--- src/rtl/fsc_pkg.sv ---
package fsc_pkg;
  localparam int ARM_NARROW = 2;
  localparam int ARM_WIDE   = 6;

  typedef enum logic [2:0] {
    SQ_IDLE, SQ_WLOW, SQ_WHIGH, SQ_CNT, SQ_ARM
  } sq_state_t;

  typedef enum logic [1:0] {
    RD_IDLE, RD_LO, RD_CHK
  } rd_state_t;
endpackage

--- src/rtl/fsc_in_sync.sv ---
module fsc_in_sync #(
  parameter int STAGES = 2
) (
  input  logic clk_i,
  input  logic rst_ni,
  input  logic ssp_clk_i,
  input  logic ssp_frame_i,
  output logic edge_o,
  output logic frame_o
);
  logic [STAGES-1:0] clk_sh, frm_sh;
  logic clk_prev;

  always_ff @(posedge clk_i or negedge rst_ni) begin
    if (!rst_ni) begin
      clk_sh   <= '0;
      frm_sh   <= '0;
      clk_prev <= 1'b0;
    end else begin
      clk_sh   <= {clk_sh[STAGES-2:0], ssp_clk_i};
      frm_sh   <= {frm_sh[STAGES-2:0], ssp_frame_i};
      clk_prev <= clk_sh[STAGES-1];
    end
  end

  assign edge_o  = clk_sh[STAGES-1] & ~clk_prev;
  assign frame_o = frm_sh[STAGES-1];
endmodule

--- src/rtl/fsc_sync_seq.sv ---
module fsc_sync_seq
  import fsc_pkg::*;
(
  input  logic clk_i,
  input  logic rst_ni,
  input  logic sync_req_i,
  input  logic wide_i,
  input  logic frame_i,
  input  logic edge_i,
  output logic zero_o,
  output logic aligned_o
);
  localparam int CW = $clog2(ARM_WIDE + 1);
  localparam logic [CW-1:0] LIM_N = CW'(ARM_NARROW - 1);
  localparam logic [CW-1:0] LIM_W = CW'(ARM_WIDE - 1);

  sq_state_t state;
  logic [CW-1:0] cnt;
  logic wide_q;
  logic [CW-1:0] limit;

  assign limit  = wide_q ? LIM_W : LIM_N;
  assign zero_o = (state == SQ_ARM) && edge_i;

  always_ff @(posedge clk_i or negedge rst_ni) begin
    if (!rst_ni) begin
      state     <= SQ_IDLE;
      cnt       <= '0;
      wide_q    <= 1'b0;
      aligned_o <= 1'b0;
    end else if (sync_req_i) begin
      state     <= SQ_WLOW;
      wide_q    <= wide_i;
      cnt       <= '0;
      aligned_o <= 1'b0;
    end else begin
      case (state)
        SQ_WLOW:  if (!frame_i) state <= SQ_WHIGH;
        SQ_WHIGH: if (frame_i) begin
          state <= SQ_CNT;
          cnt   <= '0;
        end
        SQ_CNT: if (edge_i) begin
          if (cnt == limit) state <= SQ_ARM;
          else              cnt   <= cnt + 1'b1;
        end
        SQ_ARM: if (edge_i) begin
          state     <= SQ_IDLE;
          aligned_o <= 1'b1;
        end
        default: state <= SQ_IDLE;
      endcase
    end
  end

  // a zero load marks the count as aligned
  p_align_after_zero_r4: assert property (@(posedge clk_i) disable iff (!rst_ni)
    (zero_o && !sync_req_i) |=> aligned_o);
  // a new request drops alignment
  p_req_drops_align_r8: assert property (@(posedge clk_i) disable iff (!rst_ni)
    sync_req_i |=> !aligned_o);
endmodule

--- src/rtl/fsc_word.sv ---
module fsc_word #(
  parameter int W = 16
) (
  input  logic         clk_i,
  input  logic         rst_ni,
  input  logic         inc_i,
  input  logic         clr_i,
  output logic [W-1:0] q_o,
  output logic         carry_o
);
  assign carry_o = inc_i & ~clr_i & (&q_o);

  always_ff @(posedge clk_i or negedge rst_ni) begin
    if (!rst_ni)    q_o <= '0;
    else if (clr_i) q_o <= '0;
    else if (inc_i) q_o <= q_o + 1'b1;
  end
endmodule

--- src/rtl/fsc_cascade.sv ---
module fsc_cascade #(
  parameter int LO_W = 16,
  parameter int HI_W = 16
) (
  input  logic            clk_i,
  input  logic            rst_ni,
  input  logic            edge_i,
  input  logic            zero_i,
  input  logic            soft_clr_i,
  input  logic            sync_req_i,
  input  logic            aligned_i,
  output logic [LO_W-1:0] lo_o,
  output logic [HI_W-1:0] hi_o,
  output logic            ready_o
);
  logic clr_pend, clr_now, lo_carry, hi_carry;

  assign clr_now = edge_i & (zero_i | clr_pend);

  always_ff @(posedge clk_i or negedge rst_ni) begin
    if (!rst_ni)         clr_pend <= 1'b0;
    else if (soft_clr_i) clr_pend <= 1'b1;
    else if (edge_i)     clr_pend <= 1'b0;
  end

  fsc_word #(.W(LO_W)) u_lo (
    .clk_i, .rst_ni, .inc_i(edge_i), .clr_i(clr_now),
    .q_o(lo_o), .carry_o(lo_carry)
  );

  fsc_word #(.W(HI_W)) u_hi (
    .clk_i, .rst_ni, .inc_i(lo_carry), .clr_i(clr_now),
    .q_o(hi_o), .carry_o(hi_carry)
  );

  always_ff @(posedge clk_i or negedge rst_ni) begin
    if (!rst_ni)                    ready_o <= 1'b0;
    else if (sync_req_i)            ready_o <= 1'b0;
    else if (lo_carry && aligned_i) ready_o <= 1'b1;
  end

  p_lo_step_r1: assert property (@(posedge clk_i) disable iff (!rst_ni)
    (edge_i && !clr_now) |=> lo_o == LO_W'($past(lo_o) + 1'b1));
  p_lo_hold_r1: assert property (@(posedge clk_i) disable iff (!rst_ni)
    !edge_i |=> $stable(lo_o));
  p_hi_carry_r2: assert property (@(posedge clk_i) disable iff (!rst_ni)
    (edge_i && !clr_now && (&lo_o)) |=> hi_o == HI_W'($past(hi_o) + 1'b1));
  p_hi_hold_r2: assert property (@(posedge clk_i) disable iff (!rst_ni)
    (!clr_now && !(edge_i && (&lo_o))) |=> $stable(hi_o));
  p_zero_load_r4: assert property (@(posedge clk_i) disable iff (!rst_ni)
    clr_now |=> (lo_o == '0) && (hi_o == '0));
  p_ready_rise_r8: assert property (@(posedge clk_i) disable iff (!rst_ni)
    $rose(ready_o) |-> lo_o == '0);
endmodule

--- src/rtl/fsc_read_port.sv ---
module fsc_read_port
  import fsc_pkg::*;
#(
  parameter int LO_W = 16,
  parameter int HI_W = 16
) (
  input  logic                 clk_i,
  input  logic                 rst_ni,
  input  logic                 rd_req_i,
  input  logic [LO_W-1:0]      lo_i,
  input  logic [HI_W-1:0]      hi_i,
  output logic                 rd_valid_o,
  output logic [LO_W+HI_W-1:0] rd_count_o
);
  rd_state_t state;
  logic [HI_W-1:0] hi_s;
  logic [LO_W-1:0] lo_s;

  always_ff @(posedge clk_i or negedge rst_ni) begin
    if (!rst_ni) begin
      state      <= RD_IDLE;
      hi_s       <= '0;
      lo_s       <= '0;
      rd_valid_o <= 1'b0;
      rd_count_o <= '0;
    end else begin
      rd_valid_o <= 1'b0;
      case (state)
        RD_IDLE: if (rd_req_i) begin
          hi_s  <= hi_i;
          state <= RD_LO;
        end
        RD_LO: begin
          lo_s  <= lo_i;
          state <= RD_CHK;
        end
        RD_CHK: begin
          if (hi_i != hi_s) begin   // carry landed mid-read: retry
            hi_s  <= hi_i;
            state <= RD_LO;
          end else begin
            rd_count_o <= {hi_s, lo_s};
            rd_valid_o <= 1'b1;
            state      <= RD_IDLE;
          end
        end
        default: state <= RD_IDLE;
      endcase
    end
  end

  p_coherent_r7: assert property (@(posedge clk_i) disable iff (!rst_ni)
    rd_valid_o |-> rd_count_o[LO_W+HI_W-1:LO_W] == $past(hi_i));
  p_valid_pulse_r7: assert property (@(posedge clk_i) disable iff (!rst_ni)
    rd_valid_o |=> !rd_valid_o);
endmodule

--- src/rtl/fsc_counter.sv ---
module fsc_counter #(
  parameter int LO_W        = 16,
  parameter int HI_W        = 16,
  parameter int SYNC_STAGES = 2
) (
  input  logic                 clk_i,
  input  logic                 rst_ni,
  input  logic                 ssp_clk_i,
  input  logic                 ssp_frame_i,
  input  logic                 wide_frame_i,
  input  logic                 sync_req_i,
  input  logic                 soft_clr_i,
  input  logic                 rd_req_i,
  output logic                 rd_valid_o,
  output logic [LO_W+HI_W-1:0] rd_count_o,
  output logic                 ready_o
);
  logic edge_s, frame_s, zero_ld, aligned;
  logic [LO_W-1:0] lo_w;
  logic [HI_W-1:0] hi_w;

  fsc_in_sync #(.STAGES(SYNC_STAGES)) u_in (
    .clk_i, .rst_ni, .ssp_clk_i, .ssp_frame_i,
    .edge_o(edge_s), .frame_o(frame_s)
  );

  fsc_sync_seq u_seq (
    .clk_i, .rst_ni, .sync_req_i, .wide_i(wide_frame_i),
    .frame_i(frame_s), .edge_i(edge_s),
    .zero_o(zero_ld), .aligned_o(aligned)
  );

  fsc_cascade #(.LO_W(LO_W), .HI_W(HI_W)) u_cnt (
    .clk_i, .rst_ni, .edge_i(edge_s), .zero_i(zero_ld),
    .soft_clr_i, .sync_req_i, .aligned_i(aligned),
    .lo_o(lo_w), .hi_o(hi_w), .ready_o
  );

  fsc_read_port #(.LO_W(LO_W), .HI_W(HI_W)) u_rd (
    .clk_i, .rst_ni, .rd_req_i, .lo_i(lo_w), .hi_i(hi_w),
    .rd_valid_o, .rd_count_o
  );
endmodule

--- config.mk ---
export PLATFORM = sky130hd
export DESIGN_NAME = fsc_counter
export DESIGN_NICKNAME = d
export VERILOG_FILES = /design/src/rtl/fsc_pkg.sv /design/src/rtl/fsc_in_sync.sv /design/src/rtl/fsc_sync_seq.sv /design/src/rtl/fsc_word.sv /design/src/rtl/fsc_cascade.sv /design/src/rtl/fsc_read_port.sv /design/src/rtl/fsc_counter.sv
export SDC_FILE = /design/constraint.sdc
export NUM_CORES = 1
export LEC_CHECK = 0
export BUFFER_PORTS_ARGS = -buffer_cell sky130_fd_sc_hd__buf_2
export CAP_MARGIN = 20
export CORE_MARGIN = 2
export CORE_UTILIZATION = 40
export CTS_CLUSTER_SIZE = 10
export DETAILED_ROUTE_END_ITERATION = 8
export PLACE_DENSITY = 0.68
export SKIP_LAST_GASP = 1
export SYNTH_ARGS = -nofsm -noshare
export SYNTH_HDL_FRONTEND = slang
export SYNTH_SLANG_ARGS = --single-unit
--- constraint.sdc ---
create_clock -name clk_i -period 4.9 [get_ports clk_i]
set_clock_uncertainty 0.05 [all_clocks]
set_input_delay 0.245 -clock clk_i [delete_from_list [all_inputs] [get_ports clk_i]]
set_output_delay 0.245 -clock clk_i [all_outputs]
set_load 0.05 [all_outputs]
==> results.ini, run 1 <==
[outcome]
status = finished clean

[logic_synthesis]
synth_nets = 435
synth_area_leaders = dfrtp_1 (57%), mux2_2 (13%), xor2_1 (4.0%)
synth_edf_count = 0
yosysWarnings = 0
netlist_instances = 423
ys_async_sr_fraction_pct = 100
yosysTopAreaCellShare_pct = 57.0
seq_area_frac_synth_pct = 57.0
synthTopCellsByCount = dfrtp_1 (114), mux2_2 (58), nand2_1 (42)
ys_ff_latch = 114
synthFlopType = dfrtp_1
yosysMostFrequentCell = dfrtp_1
avgSynthCellArea_um2 = 11.8
synth_area_leader_cell = dfrtp_1
netlist_area_um2 = 5000
synth_cell_type_count = 43

[layout]
final_layout_size_suffix_gt1_share_pct = 28.7
insertedDiodeCount = 0
fill_cells = 1111
synthToLayoutAreaGrowth_pct = 19.8
fin_nets = 483

[setup_path]
worstPathMaxFanout = 14
r2r-start = u_in.clk_prev
cp-end-kind = flip-flop
r2r_slack_ns = 1.87
r2r_cells = 5
cp.required_ns = 5.20
startpoint_type = flip-flop
arrival_ns = 3.33
worstSetupPathType = flip-flop to flip-flop
startpoint = u_in.clk_prev
crit_end = u_cnt.u_hi.q_o[4]
r2r_end = u_cnt.u_hi.q_o[4]

[clock_tree]
cts_root_buffer = clkbuf_16
tritoncts = done
clk_path_buf_depth = 2
cts_buffers = 17
worstSkewPairLatency_ns = 0.41
clk_pin_slew_ns = 0.06
cts_sinks = 114
post-cts-setup-buffer-count = 0
post_cts_resized = 0
htree_levels = 4

[place]
hpwlAfterDp_um = 6460
pre_cts_ws_ns = 1.87
place_congestion = 0.861
io_buffer_count = 41

[global_route]
grt_pass1_wl_um = 16700
grt_pass1_vias = 3282
antenna_found_initial = 0
grt_usage_pct = 16.2
grt_max_degree = 63
overflow = 0

[timing]
slew_violations = 0
rsz0062_at_grt = false
setup_violations = 0
fmax_mhz = 330
fin_ws_ns = 1.87
fin_crit_ns = 3.03
tns_ns = 0
finalHoldViolations = 0
min_period_over_period_pct = 61.9
slew_headroom_pct = 34.1
worstMarginPinSlew_ns = 0.987

[floorplan]
fp.dieW_um = 116
fp-row-count = 40
start_util_pct = 41.3
io_pins = 42
die_h_um = 116
fp.coreArea_um2 = 12100
die-area_um2 = 13400

[min_path]
min_path_cells = 2
hold_class = primary input to flip-flop

[flow_run]
maxCapViolations = 0

[drt]
ant_nets = 0
drtPass1Iterations = 4
via_per_inst = 5.18
dr.first_iter.drc_count = 203
dr_total_vias = 3376
drc_errors = 0
wl_per_cell_um = 14.9
wl_um = 9750

[pwr]
p_per_area_nw_per_um2 = 427
vdd_drop_max_mv = 0.208
leakagePower_uw = 0.00295

layout by cell type (no fill, tap or decap), types with 5 or more instances in the layout:
master         count
inv_1              8
dfrtp_1          114
dlygate4sd3_1      5
nor2_1            30
clkbuf_16         17
nand3_1           17
xnor2_1           11
clkinv_2           5
or4_1              7
xor2_1            23
mux2_2            58
nand4_1           14
buf_2             40
o21ai_0           18
a21oi_1           10
nand2_1           42
through the flow:
| step | total power [uW] | hold slack, ns | utilization (%) | area, um2 | instances |
|---|---|---|---|---|---|
| floorplan | 1250 | -0.101 | - | 5000 | 423 |
| detailed placement | 1310 | 0.285 | 44.0 | 5330 | 615 |
| global route | 2650 | 0.0396 | 49.5 | 5990 | 652 |
| CTS | 2590 | 0.0130 | 49.5 | 5990 | 652 |
| finish | 2560 | 0.0291 | 49.5 | 5990 | 652 |
| global placement | 1300 | 0.281 | 44.0 | 5330 | 615 |
per-layer routing:
metal / vias to the layer above / GRT usage [%] / wire length, um / share of wire [%]
met4: 0 / 5.87 / 128 / 1.3
met1: 1696 / 21.6 / 4600 / 47
li1: 1589 / - / - / -
met2: 80 / 25.0 / 4670 / 48
met3: 11 / 4.92 / 350 / 3.6
met5: - / 0 / 0 / 0
what timing repair did:
item,CTS,global route
endpoints found under the setup margin,0,0
hold buffers,5,0
endpoints found under the hold margin,56,0
flip-flops by register name, indices dropped and copies added (netlist names), 2 cells and up:
name,cells
u_cnt.u_hi.q_o,16
u_in.frm_sh,2
u_in.clk_sh,2
u_seq.cnt,3
u_rd.hi_s,16
u_rd.state,2
u_rd.rd_count_o,32
u_seq.state,3
u_cnt.u_lo.q_o,16
u_rd.lo_s,16
where the power goes:
| part | total [uW] | internal (uW) | switching [uW] |
|---|---|---|---|
| Sequential | 999 | 974 | 25.5 |
| Combinational | 292 | 107 | 185 |
| Clock | 1270 | 858 | 411 |
critical path, cell delays in order (launching register included):
cell	delay, ns
dfrtp_1	0.37
nand2b_1	0.40
nor4_2	0.95
nand3_1	0.51
or4_1	0.60
nand2_1	0.08
cell families (layout without fill, tap and decap cells):
kind of cell	Yosys count	count (layout)	share of synthesized area (%)
AO/OA/AOI/OAI	43	43	5.23
flip-flops	114	114	57.0
multiplexers	63	63	14.1
adder cells (fa/ha/maj)	4	4	1.00
XOR/XNOR	34	34	5.95
AND/OR/NAND/NOR	138	138	13.9
buffers and inverters	27	88	2.75
layout make-up:
cell class	count	area (um2)	area share (%)
Clock buffer	21	450	7.52
Clock inverter	11	160	2.67
Inverter	8	30.0	0.501
Multi-Input combinational cell	282	2010	33.6
Sequential cell	114	2850	47.6
Tap cell	168	210	3.51
Timing Repair Buffer	48	273	4.55
worst min path at each step:
stage                              start              end  slack [ns]
after floorplan                   rst_ni   u_cnt.clr_pend       -0.10
final                         sync_req_i  u_seq.aligned_o        0.03
after global placement            rst_ni   u_in.clk_sh[0]        0.28
after CTS                     sync_req_i  u_seq.aligned_o        0.01
after global routing          sync_req_i    u_cnt.ready_o        0.04
after detailed placement  u_in.clk_sh[0]   u_in.clk_sh[1]        0.28
No activity file was read; power rests on OpenSTA's default activity.
==> inputs of run 2 (changes only) <==
==> constraint.sdc (replaced) <==
create_clock -name clk_i -period 2.8 [get_ports clk_i]
set_clock_uncertainty 0.05 [all_clocks]
set_input_delay 0.14 -clock clk_i [delete_from_list [all_inputs] [get_ports clk_i]]
set_output_delay 0.14 -clock clk_i [all_outputs]
set_load 0.05 [all_outputs]
==> results.ini, run 2 (synthesis results as in run 1) <==
[min_path]
min_to = u_rd.hi_s[12]  ; was u_seq.aligned_o
hp-start = rd_req_i  ; was sync_req_i
min_path_cells = 5  ; was 2
hold_class = primary input to flip-flop  ; unchanged

[global_route]
grt_max_degree = 48  ; was 63
grt_pass1_vias = 3518  ; was 3282
antenna_found_initial = 0  ; unchanged
grt_usage_pct = 16.5  ; was 16.2%
overflow = 0  ; unchanged
grt_pass1_wl_um = 17200  ; was 16700 um

[layout]
final_area_um2 = 6100  ; was 5990 um2
final_layout_size_suffix_gt1_share_pct = 29.8  ; was 28.7%
synthToLayoutAreaGrowth_pct = 21.9  ; was 19.8%
final_cell_mix = dfrtp_1 (114), mux2_2 (58), nand2_1 (42)  ; unchanged
insertedDiodeCount = 0  ; unchanged
fin_nets = 494  ; was 483
largest_reg_flops = 32  ; unchanged
largest-register = u_rd.rd_count_o  ; unchanged
final_common_cell = dfrtp_1  ; unchanged

[drt]
wl_per_cell_um = 14.7  ; was 14.9 um
drc_errors = 0  ; unchanged
dr.first_iter.drc_count = 268  ; was 203
via_per_inst = 5.12  ; was 5.18
ant_nets = 0  ; unchanged
dr_total_vias = 3390  ; was 3376
wl_um = 9720  ; was 9750 um
drtPass1Iterations = 4  ; unchanged

[clock_tree]
cts_sinks = 114  ; unchanged
cts_root_buffer = clkbuf_16  ; unchanged
post-cts-setup-buffer-count = 0  ; unchanged
clk_pin_slew_ns = 0.05  ; was 0.06 ns
post_cts_resized = 0  ; unchanged
cts_buffers = 17  ; unchanged
htree_levels = 4  ; unchanged
tritoncts = done  ; unchanged
clk_path_buf_depth = 2  ; unchanged
worstSkewPairLatency_ns = 0.42  ; was 0.41 ns

[setup_path]
startpoint_type = flip-flop  ; unchanged
cp-end-kind = flip-flop  ; unchanged
arrival_ns = 2.54  ; was 3.33 ns
r2r_slack_ns = 0.50  ; was 1.87 ns
r2r_end = u_rd.rd_count_o[25]  ; was u_cnt.u_hi.q_o[4]
r2r-start = u_cnt.u_hi.q_o[1]  ; was u_in.clk_prev
cp.required_ns = 3.04  ; was 5.20 ns
r2r_cells = 6  ; was 5
worstPathMaxFanout = 31  ; was 14
worstSetupPathType = flip-flop to flip-flop  ; unchanged

[floorplan]
die_h_um = 116  ; unchanged
io_pins = 42  ; unchanged
start_util_pct = 41.3  ; unchanged
fp.coreArea_um2 = 12100  ; unchanged
die-area_um2 = 13400  ; unchanged
fp-row-count = 40  ; unchanged
fp.dieW_um = 116  ; unchanged

[timing]
finalHoldViolations = 0  ; unchanged
whs_ns = 0.116  ; was 0.0291 ns
rsz0062_at_grt = false  ; unchanged
slew_headroom_pct = 46.7  ; was 34.1%
tns_ns = 0  ; unchanged
min_period_over_period_pct = 82.0  ; was 61.9%
fin_crit_ns = 2.30  ; was 3.03 ns
fmax_mhz = 436  ; was 330 MHz
setup_violations = 0  ; unchanged
worstMarginPinSlew_ns = 0.799  ; was 0.987 ns
slew_violations = 0  ; unchanged

[place]
io_buffer_count = 41  ; unchanged
dpl-instance-area_um2 = 5420  ; was 5330 um2
hpwlAfterDp_um = 6540  ; was 6460 um
place_congestion = 0.866  ; was 0.861

[pwr]
vdd_drop_max_mv = 0.370  ; was 0.208 mV
leakagePower_uw = 0.00302  ; was 0.00295 uW
p_per_area_nw_per_um2 = 740  ; was 427 nW/um2

[outcome]
status = finished clean  ; unchanged

[flow_run]
maxCapViolations = 0  ; unchanged

[run 2: changes by cell type in the layout (fill, tap and decap cells not counted), sizes merged]
cell	before	now
buf	43	52
clkbuf	21	20
clkinv	5	6
clkinvlp	2	1
dlygate4sd3	5	7
[run 2: per-layer routing]
layer	GRT usage, %	vias up	part of all wire, %
li1	-	1610	-
met1	21.9	1686	46
met2	25.4	79	47
met3	4.50	15	5.1
met4	7.86	0	2.0
met5	0	-	0
[run 2: repair_timing]
| action | in CTS | in global routing |
|---|---|---|
| hold endpoints to repair | 50 | 0 |
| endpoints found under the setup margin | 0 | 0 |
| hold buffers | 7 | 0 |
[run 2: where the power goes]
| part | switching (uW) | total [uW] | internal, uW |
|---|---|---|---|
| clock network | 723 | 2220 | 1500 |
| registers | 46.7 | 1750 | 1700 |
| logic | 328 | 545 | 217 |
[run 2: worst max-delay path, cell delays in order (launching register included)]
cell and delay, ns:
dfrtp_1 0.45, xor2_1 0.20, nor4_1 0.30, nand2_1 0.16, nor4_4 0.37, buf_12 0.25
mux2_2 0.37
[run 2: final cells by class]
cell class	instances	area, um2
tap	168	210
timing repair buffer	59	385
clock buffer	20	447
clock inverter	11	161
multi-input combinational	282	2010
sequential	114	2850
fill	1095	6010
inverter	8	30.0
[run 2: worst max path at each step]
stage                                 start                   to  slack (ns)
after floorplan           u_cnt.u_hi.q_o[7]   u_rd.rd_count_o[0]        0.69
after CTS                 u_cnt.u_hi.q_o[1]  u_rd.rd_count_o[25]        0.49
after global placement    u_cnt.u_hi.q_o[1]  u_rd.rd_count_o[25]        0.54
final                     u_cnt.u_hi.q_o[1]  u_rd.rd_count_o[25]        0.50
after detailed placement  u_cnt.u_hi.q_o[1]  u_rd.rd_count_o[25]        0.51
after global routing         u_seq.state[0]    u_cnt.u_hi.q_o[4]        0.32
[run 2: per-stage QoR]
step	power [uW]	util, %	instances	setup slack (ns)
after floorplan	2180	-	423	0.695
after global placement	2310	44.7	624	0.538
after detailed placement	2320	44.7	624	0.508
after CTS	4550	50.3	662	0.487
after global routing	4690	50.3	662	0.319
final	4510	50.3	662	0.504
==> inputs of run 3 (changes only) <==
--- a/config.mk
+++ b/config.mk
@@ -5,13 +5,14 @@
 export SDC_FILE = /design/constraint.sdc
 export NUM_CORES = 1
 export LEC_CHECK = 0
+export ABC_AREA = 1
 export BUFFER_PORTS_ARGS = -buffer_cell sky130_fd_sc_hd__buf_2
 export CAP_MARGIN = 20
 export CORE_MARGIN = 2
 export CORE_UTILIZATION = 40
 export CTS_CLUSTER_SIZE = 10
 export DETAILED_ROUTE_END_ITERATION = 8
-export PLACE_DENSITY = 0.68
+export PLACE_DENSITY = 0.7
 export SKIP_LAST_GASP = 1
 export SYNTH_ARGS = -nofsm -noshare
 export SYNTH_HDL_FRONTEND = slang
==> constraint.sdc (replaced) <==
create_clock -name clk_i -period 2.1 [get_ports clk_i]
set_clock_uncertainty 0.05 [all_clocks]
set_input_delay 0.105 -clock clk_i [delete_from_list [all_inputs] [get_ports clk_i]]
set_output_delay 0.105 -clock clk_i [all_outputs]
set_load 0.05 [all_outputs]
==> results.ini, run 3 <==
[global_route]
grt_max_degree = 56  ; was 48
grt_usage_pct = 18.4  ; was 16.5%
grt_pass1_vias = 4461  ; was 3518
antenna_found_initial = 0  ; unchanged
overflow = 0  ; unchanged
grt_pass1_wl_um = 21500  ; was 17200 um

[timing]
whs_ns = 0.104  ; was 0.116 ns
setup_violations = 0  ; unchanged
fin_crit_ns = 1.89  ; was 2.30 ns
rsz0062_at_grt = true  ; was false
worstMarginPinSlew_ns = 0.709  ; was 0.799 ns
min_period_over_period_pct = 90.0  ; was 82.0%
finalHoldViolations = 0  ; unchanged
fmax_mhz = 529  ; was 436 MHz
slew_headroom_pct = 52.7  ; was 46.7%
slew_violations = 0  ; unchanged

[place]
hpwlAfterDp_um = 8800  ; was 6540 um
io_buffer_count = 41  ; unchanged
place_congestion = 0.901  ; was 0.866
dpl-instance-area_um2 = 6020  ; was 5420 um2

[clock_tree]
clk_pin_slew_ns = 0.06  ; was 0.05 ns
tritoncts = done  ; unchanged
worstSkewPairLatency_ns = 0.42  ; about the same
post-cts-setup-buffer-count = 0  ; unchanged
clk_path_buf_depth = 2  ; unchanged
cts_root_buffer = clkbuf_16  ; unchanged
cts_buffers = 17  ; unchanged
htree_levels = 4  ; unchanged
cts_sinks = 114  ; unchanged

[drt]
drc_errors = 0  ; unchanged
wl_um = 12500  ; was 9720 um
wl_per_cell_um = 13.1  ; was 14.7 um
wl_met1_um = 6120  ; was 4470 um
via_per_inst = 4.95  ; was 5.12
top_layer_used = met4  ; unchanged
wl_met3_um = 552  ; was 500 um
dr_total_vias = 4749  ; was 3390
drtPass1Iterations = 5  ; was 4
dr.first_iter.drc_count = 472  ; was 268
ant_nets = 0  ; unchanged
wl_met2_um = 5640  ; was 4550 um

[logic_synthesis]
netlist_instances = 710  ; was 423
synthFlopType = dfrtp_1  ; unchanged
synth_cell_type_count = 34  ; was 43
seq_area_frac_synth_pct = 51.0  ; was 57.0%
synth_edf_count = 0  ; unchanged
yosysTopAreaCellShare_pct = 51.0  ; was 57.0%
ys_ff_latch = 114  ; unchanged
netlist_area_um2 = 5590  ; was 5000 um2
synth_nets = 722  ; was 435
ys_async_sr_fraction_pct = 100  ; unchanged
synth_area_leader_cell = dfrtp_1  ; unchanged
synthTopCellsByCount = nand2_1 (247), dfrtp_1 (114), nor2_1 (62)  ; was dfrtp_1 (114), mux2_2 (58), nand2_1 (42)
yosysWarnings = 0  ; unchanged
yosysMostFrequentCell = nand2_1  ; was dfrtp_1
avgSynthCellArea_um2 = 7.87  ; was 11.8 um2
synth_area_leaders = dfrtp_1 (51%), nand2_1 (17%), nand4_1 (5.3%)  ; was dfrtp_1 (57%), mux2_2 (13%), xor2_1 (4.0%)

[floorplan]
io_pins = 42  ; unchanged
fp.coreArea_um2 = 13800  ; was 12100 um2
fp-row-count = 43  ; was 40
fp.dieW_um = 122  ; was 116 um
start_util_pct = 40.6  ; was 41.3%
die-area_um2 = 14900  ; was 13400 um2
die_h_um = 122  ; was 116 um

[setup_path]
cp-end-kind = flip-flop  ; unchanged
worstPathMaxFanout = 32  ; was 31
worstSetupPathType = flip-flop to flip-flop  ; unchanged
arrival_ns = 2.14  ; was 2.54 ns
cp.required_ns = 2.35  ; was 3.04 ns
startpoint_type = flip-flop  ; unchanged

[flow_run]
maxCapViolations = 0  ; unchanged

[pwr]
p_per_area_nw_per_um2 = 930  ; was 740 nW/um2
leakagePower_uw = 0.00349  ; was 0.00302 uW
vdd_drop_max_mv = 0.606  ; was 0.370 mV

[layout]
synthToLayoutAreaGrowth_pct = 19.5  ; was 21.9%
insertedDiodeCount = 0  ; unchanged
final_layout_size_suffix_gt1_share_pct = 14.6  ; was 29.8%
final_common_cell = nand2_1  ; was dfrtp_1
largest_reg_flops = 32  ; unchanged
final_cell_mix = nand2_1 (247), dfrtp_1 (114), nor2_1 (60)  ; was dfrtp_1 (114), mux2_2 (58), nand2_1 (42)
final_area_um2 = 6680  ; was 6100 um2
largest-register = u_rd.rd_count_o  ; unchanged
fin_nets = 779  ; was 494

[min_path]
hold_class = primary input to asynchronous set/reset pin  ; was primary input to flip-flop

[outcome]
status = finished clean  ; unchanged

==> run 3: cell count changes in the layout (fill, tap and decap cells not counted), sizes merged, moves of 10 or more <==
cell / change
nand2: +206
nand3: +37
mux2: -60
nand4: +33
o21ai: +18
inv: +60
xor2: -17
nor2: +36
nor3: +10
==> run 3: final cells by class <==
type | count | area, um2
clock inverter | 12 | 133
timing repair buffer | 68 | 443
clock buffer | 20 | 447
fill | 1337 | 7090
inverter | 66 | 248
sequential | 114 | 2850
multi-input combinational | 500 | 2330
tap | 180 | 225
==> run 3: repair_timing <==
action / 4_1_cts / 5_1_grt
gates resized for setup: 0 / 1
setup endpoints to repair: 0 / 6
hold buffers: 8 / 0
hold endpoints to repair: 93 / 0
==> run 3: worst paths after layout <==
| path | endpoint | slack (ns) | depth (start not counted) | startpoint |
|---|---|---|---|---|
| worst max-delay path | u_rd.rd_count_o[6] | 0.21 | 9 | u_cnt.u_hi.q_o[8] |
| worst min-delay path | u_rd.lo_s[11] | 0.10 | 2 | rst_ni |
| worst max register to register | u_rd.rd_count_o[6] | 0.21 | 9 | u_cnt.u_hi.q_o[8] |
| worst min register to register | u_in.clk_sh[1] | 0.30 | 0 | u_in.clk_sh[0] |
| max in group asynchronous | u_cnt.u_hi.q_o[1] | 1.19 | 3 | rst_ni |
| min in group clk_i | u_rd.hi_s[13] | 0.21 | 4 | rd_req_i |
==> run 3: layer usage <==
metal | vias to the layer above | global-route usage, %
met1 | 2214 | 25.3
met5 | - | 0
met2 | 98 | 27.9
met4 | 0 | 7.33
li1 | 2420 | -
met3 | 17 | 4.93
==> run 3: logic make-up (layout without fill, tap and decap cells) <==
| group | Yosys count | after routing | synth area share (%) |
|---|---|---|---|
| AO/OA/AOI/OAI | 52 | 52 | 4.95 |
| XOR/XNOR | 9 | 9 | 1.41 |
| adder cells (fa/ha/maj) | 4 | 4 | 0.895 |
| buffers and inverters | 96 | 166 | 7.39 |
| flip-flops | 114 | 114 | 51.0 |
| multiplexers | 1 | 1 | 0.179 |
| AND/OR/NAND/NOR | 434 | 434 | 34.2 |
==> run 3: report_power, final <==
part,switching (uW),internal (uW)
Clock,1040,1780
Sequential,90.5,2320
Combinational,751,239
==> run 3: critical path: stages (launching register included) <==
cell      delay, ns
dfrtp_1        0.49
inv_2          0.10
nand2_1        0.09
nand2_1        0.07
nor2_1         0.11
nand3b_1       0.13
nor2_4         0.16
nand3_4        0.30
nand2_1        0.18
nand2_1        0.08
==> run 3: per-stage QoR <==
step                      total power, uW  setup TNS (ns)  setup slack, ns  util [%]  instances
final                                6210               0            0.210      48.5        960
after floorplan                      3210               0            0.570         -        710
after detailed placement             3430               0            0.261      43.7        920
after CTS                            6290               0            0.192      48.5        960
after global routing                 6500         -0.0411          -0.0301      48.5        960
after global placement               3410               0            0.280      43.7        920
